### src/rtl/ect_pkg.sv
package ect_pkg;
  typedef struct packed {
    logic reload;   // load count with 1
    logic incr;     // count up
    logic xfer;     // buffer -> active compare
  } dpCmd_t;
endpackage

### src/rtl/ect_ctrl.sv
module ect_ctrl
  import ect_pkg::*;
#(
  parameter int SYNC_STAGES = 2
) (
  input  logic   clk,
  input  logic   rstN,
  input  logic   evtIn,
  input  logic   preTick,
  input  logic   selExt,
  input  logic   gateMode,
  input  logic   cntWr,
  input  logic   flagClr,
  input  logic   matchHit,
  output dpCmd_t cmd,
  output logic   tick,
  output logic   evtOut,
  output logic   cmpFlag
);
  logic [SYNC_STAGES-1:0] syncQ;
  logic evtLvl, evtPrev, extTick, wrap;

  generate
    if (SYNC_STAGES == 1) begin : g_sync1
      always_ff @(posedge clk or negedge rstN)
        if (!rstN) syncQ <= '0;
        else       syncQ <= evtIn;
    end else begin : g_syncN
      always_ff @(posedge clk or negedge rstN)
        if (!rstN) syncQ <= '0;
        else       syncQ <= {syncQ[SYNC_STAGES-2:0], evtIn};
    end
  endgenerate

  assign evtLvl = syncQ[SYNC_STAGES-1];

  always_ff @(posedge clk or negedge rstN)
    if (!rstN) evtPrev <= 1'b0;
    else       evtPrev <= evtLvl;

  // gated: prescaled ticks while input high; direct: synchronised rising edge
  assign extTick = gateMode ? (preTick & evtLvl) : (evtLvl & ~evtPrev);
  assign tick    = selExt ? extTick : preTick;
  assign wrap    = tick & matchHit & ~cntWr;

  always_comb begin
    cmd.reload = cntWr | wrap;
    cmd.xfer   = cntWr | wrap;
    cmd.incr   = tick & ~matchHit & ~cntWr;
  end

  always_ff @(posedge clk or negedge rstN)
    if (!rstN) begin
      evtOut  <= 1'b0;
      cmpFlag <= 1'b0;
    end else begin
      if (wrap) evtOut <= ~evtOut;
      if (wrap)         cmpFlag <= 1'b1;
      else if (flagClr) cmpFlag <= 1'b0;
    end
endmodule

### src/rtl/ect_datapath.sv
module ect_datapath
  import ect_pkg::*;
#(
  parameter int W = 8
) (
  input  logic         clk,
  input  logic         rstN,
  input  dpCmd_t       cmd,
  input  logic         cmpWr,
  input  logic [W-1:0] cmpData,
  output logic [W-1:0] count,
  output logic [W-1:0] cmpAct,
  output logic         matchHit
);
  localparam logic [W-1:0] PRESET = W'(1);
  logic [W-1:0] cmpBuf;

  always_ff @(posedge clk or negedge rstN)
    if (!rstN) begin
      count  <= PRESET;
      cmpBuf <= '0;
      cmpAct <= '0;
    end else begin
      if (cmd.reload)    count <= PRESET;
      else if (cmd.incr) count <= count + W'(1);
      if (cmd.xfer) cmpAct <= cmpBuf;
      if (cmpWr)    cmpBuf <= cmpData;
    end

  // a zero compare value never matches: free-running mode
  assign matchHit = (cmpAct != '0) && (count == cmpAct);
endmodule

### src/rtl/event_count_timer.sv
module event_count_timer
  import ect_pkg::*;
#(
  parameter int W           = 8,
  parameter int SYNC_STAGES = 2
) (
  input  logic         clk,
  input  logic         rstN,
  input  logic         evtIn,
  input  logic         preTick,
  input  logic         selExt,
  input  logic         gateMode,
  input  logic         cntWr,
  input  logic         cmpWr,
  input  logic [W-1:0] cmpData,
  input  logic         flagClr,
  input  logic         irqEn,
  output logic [W-1:0] count,
  output logic         evtOut,
  output logic         cmpFlag,
  output logic         irq
);
  dpCmd_t       cmd;
  logic         tick, matchHit;
  logic [W-1:0] cmpAct;

  ect_ctrl #(.SYNC_STAGES(SYNC_STAGES)) u_ctrl (
    .clk, .rstN, .evtIn, .preTick, .selExt, .gateMode, .cntWr, .flagClr,
    .matchHit, .cmd, .tick, .evtOut, .cmpFlag
  );

  ect_datapath #(.W(W)) u_dp (
    .clk, .rstN, .cmd, .cmpWr, .cmpData, .count, .cmpAct, .matchHit
  );

  assign irq = cmpFlag & irqEn;
endmodule

### config.mk
export PLATFORM = sky130hd
export DESIGN_NAME = event_count_timer
export DESIGN_NICKNAME = d
export VERILOG_FILES = /design/src/rtl/ect_pkg.sv /design/src/rtl/ect_ctrl.sv /design/src/rtl/ect_datapath.sv /design/src/rtl/event_count_timer.sv
export SDC_FILE = /design/constraint.sdc
export NUM_CORES = 1
export LEC_CHECK = 0
export BUFFER_PORTS_ARGS = -buffer_cell sky130_fd_sc_hd__buf_2
export CAP_MARGIN = 20
export CORE_ASPECT_RATIO = 0.6
export CORE_MARGIN = 5
export CORE_UTILIZATION = 30
export CTS_CLUSTER_SIZE = 12
export DETAILED_ROUTE_END_ITERATION = 7
export HOLD_SLACK_MARGIN = 0.02
export SETUP_SLACK_MARGIN = 0.4
export SLEW_MARGIN = 20
export SYNTH_ARGS = -nofsm -noshare
export SYNTH_HDL_FRONTEND = slang
export SYNTH_SLANG_ARGS = --single-unit
export TNS_END_PERCENT = 50
### constraint.sdc
create_clock -name clk -period 1.9 [get_ports clk]
set_input_delay 0.57 -clock clk [delete_from_list [all_inputs] [get_ports clk]]
set_output_delay 0.57 -clock clk [all_outputs]
set_load 0.1 [all_outputs]
==> results.env <==
CTS_MADE_BUFFERS=5
TIMING_MAX_TRANSITION_VIOLATIONS_FINAL=0
DIE_AREA_UM2=6092
SYN_AVG_CELL_AREA_UM2=11.88
FINALWEIGHTEDCONGESTION=0.8327
YOSYS_WARNINGS=0
WIRE_PER_INST_UM=14.50
CAP_VIOL_MAX_COUNT=0
CRIT_PATH_TOP_DELAY_CELL='dfrtp_2'
SYNTH-EDFF-COUNT=0
REGTOREGSETUPSLACK_NS=0.15
CORE.ROWCOUNT=19
FFS_LATCHES_SYNTH=29
VDD_DROP_MAX_mV=0.3349
SW_FRAC_OF_TOTAL=0.3061
VIAS_PER_CELL=4.836
START_UTIL=0.3050
DETAIL-ROUTE-ANTENNA-NETS=0
POST-SYNTH-TOP-AREA-FRACTION=0.5086
NUMBER_OF_HOLD_BUFFERS_ADDED_AFTER_CTS=0
SYNTH_AREA_LEADER_CELL='dfrtp_1'
WORST_R2R_PATH_DEPTH=5
WORSTSETUPPATHTYPE='register to output pin'
DRT_ITER0_MARKERS=26
DRIVE_ABOVE_1_SHARE=0.4777
WORST_SETUP_PATH_END_KIND='output pin'
POWER_REPORT.INTERNAL_TOTAL_mW=1.100
TRACK_USAGE=0.1115
MAPPEDNETLISTAREA_UM2=1378
POWER.TOTAL_mW=1.585
TOTAL_WIRELENGTH_UM=3189
WORST-PATH-BUF-INV=1
YS_SEQ_AREA_FRAC=0.5277
POWER.COMBINATIONAL.FRACTION=0.221
P_LEAK_nW=0.7776
DIE-HEIGHT_UM=62.49
POWER_DENSITY_nW_PER_UM2=859.8
DESIGN.FINAL.NETS=176
RANKING_OF_SYNTHESIZED_CELLS_BY_INSTANCE_COUNT='dfrtp_1 (28), nand2_1 (10), mux2_2 (8), o2bb2ai_1 (8)'
VIAS=1064
SYN2LAYOUT_AREA_GROWTH_PCT=33.79
SEQPWRFRAC=0.463
HTREE_LEVELS=2
PLACE.DETAILED.HPWL_UM=2306
START_KIND='register'
CRITICAL_PATH.REG2REG.ENDPOINT='u_dp.cmpAct[1]$_DFFE_PN0P_'
HOLD_PATH_CLASS='input pin to asynchronous set/reset pin'
CRIT_PATH_MAX_FANOUT=8
FINAL_MIN_PERIOD_OVER_CLOCK_PERIOD=0.9277
POWER.SHARE.CLOCK=0.316
SYNTH_FLOP_CELL='dfrtp_1'
SYN-NUM-NETS=135
GRT_OVERFLOW=0
RSZ0062_AT_GRT='true'
SW_POWER_mW=0.4851
REQUIRED_WORST_ENDPOINT_NS=1.33
CRITPATHMAXSTAGEDELAY_NS=0.46
PATH_DELAY_FAMILY='flip-flops'
GRT_FIRST_PASS_WIRELENGTH_UM=5513
CTS_ROOT_BUFFER='clkbuf_8'
IO_PINS=29
WORST_PATH_CLK_SLEW_NS=0.06
CLOCK_SINKS=29
CTS.PATH.MAX_BUFFERS=2
CORE_REGION_AREA_UM2=4517
ROUTE.DETAILED.DRC=0
GRT_PASS1_VIAS=1159
POST-ROUTE-MIN-PERIOD_NS=1.763
TRITONCTS='yes'
HOLD_VIOLATIONS=0
CLKLATENCYLATEPIN_NS=0.28
GRT_START_MAX_NET_PINS=30
SYNTH-ASYNC-RESET-RATIO=1.000
DIODES=0
RELSLEWSLACK=0.5730
TIMING.FMAX_GHz=0.5673
SYNTHDISTINCTLIBCELLS=35
SYNTHESIS.INSTANCES=116
CRITICAL_PATH.STARTPOINT='u_dp.count[2]$_DFFE_PN0P_'
TOTAL_OF_ENDPOINTS_WITH_NEGATIVE_SETUP_SLACK_IN_THE_FINAL_REPORT=0
SYNTH_MOST_COMMON_CELL='dfrtp_1'
SYNTH.TOP_CELLS.BY_AREA='dfrtp_1 (51%), mux2_2 (6.5%), o2bb2ai_1 (5.1%)'
FINALSETUPTNS_NS=0
CP.ARRIVAL_NS=1.19
OUTCOME='complete, no violations'
WORST-SLEW-PIN-TRANSITION_NS=0.6405
FLOORPLAN.DIE.WIDTH_UM=97.48
NUMBER_OF_ANTENNA_VIOLATIONS_AT_THE_FIRST_CHECK_IN_GLOBAL_ROUTING=0
NUMPORTBUFFERS=28
TIMING.RR.START='u_dp.count[0]$_DFFE_PN1P_'
DETAIL_ROUTE.FIRST_PASS.ITERATIONS=4
CP_CELL_SEQUENCE='buf_2'
FINCLKSKEW_NS=0.007624
FINALHOLDWORSTSLACK_NS=0.3103
[power by group through the flow]
| stage | Sequential [mW] | Clock, mW | Combinational, mW |
|---|---|---|---|
| 6_report | 0.734 | 0.500 | 0.351 |
| 5_1_grt | 0.745 | 0.543 | 0.377 |
| 4_1_cts | 0.731 | 0.515 | 0.335 |
| 3_5_place_dp | 0.743 | 0 | 0.317 |
| 3_3_place_gp | 0.739 | 0 | 0.304 |
| 2_1_floorplan | 0.823 | 0 | 0.138 |
[layout by cell type, fill, tap and decap left out, types with 2 or more instances in the layout]
master	count
a21oi_1	5
buf_12	2
buf_2	26
buf_4	8
buf_6	2
clkbuf_8	6
dfrtp_1	20
dfrtp_2	8
inv_1	6
mux2_2	8
nand2_1	10
nand3_1	2
nand4_1	2
o21ai_0	2
o2bb2ai_1	6
o2bb2ai_2	2
o31ai_1	5
or4_1	7
xnor2_1	6
[final cells by class]
type | instances | area [um^2]
Fill cell | 446 | 2674
Timing Repair Buffer | 38 | 252.7
Multi-Input combinational cell | 77 | 661.9
Inverter | 6 | 22.52
Tap cell | 63 | 78.83
Clock buffer | 7 | 86.33
Sequential cell | 29 | 740.7
[state kept, by name, indices dropped and copies added, names as in the netlist]
name            count
u_dp.cmpAct         8
u_dp.count          8
u_ctrl.cmpFlag      1
u_ctrl.evtOut       1
u_ctrl.syncQ        2
u_dp.cmpBuf         8
u_ctrl.evtPrev      1
[metal layers]
layer,wire [um],global-route usage,up-vias
met5,0,0,-
met2,1319,0.1604,34
met3,236,0.05128,5
li1,-,-,507
met1,1599,0.1488,518
met4,34,0.03454,0
[timing repair]
item                                    4_1_cts  5_1_grt
gates cloned                                  1        0
endpoints found under the setup margin       29       29
resized for setup                             3        7
pin swaps                                     1        0
buffers inserted                              3        0
[stage by stage]
stage / instance area [um^2] / setup WS [ns] / utilization / instances
4_1_cts: 1797 / 0.1339 / 0.3978 / 220
3_5_place_dp: 1670 / -0.09784 / 0.3698 / 209
5_1_grt: 1843 / 0.08689 / 0.4080 / 220
6_report: 1843 / 0.1374 / 0.4080 / 220
2_1_floorplan: 1400 / -0.01732 / - / 116
3_3_place_gp: 1670 / -0.01060 / 0.3698 / 209
[kinds of logic after synthesis]
family                     Yosys count  synth area share
muxes                                8           0.06540
buffers and inverters               10           0.03360
AOI/OAI and AO/OA                   27            0.1590
adders and majority gates            1          0.009081
xor gates and xnor gates             9           0.06268
and+or+nand+nor                     32            0.1426
DFF                                 29            0.5277
[worst max-delay path by stage]
stage,end,cells past startpoint
2_1_floorplan,u_dp.cmpAct[4]$_DFFE_PN0P_,5
3_3_place_gp,u_dp.count[4]$_DFFE_PN0P_,6
3_5_place_dp,u_dp.count[4]$_DFFE_PN0P_,6
4_1_cts,u_dp.cmpAct[6]$_DFFE_PN0P_,5
5_1_grt,u_dp.cmpAct[4]$_DFFE_PN0P_,5
6_report,count[2],1
Power figures use the tool's default switching activity.
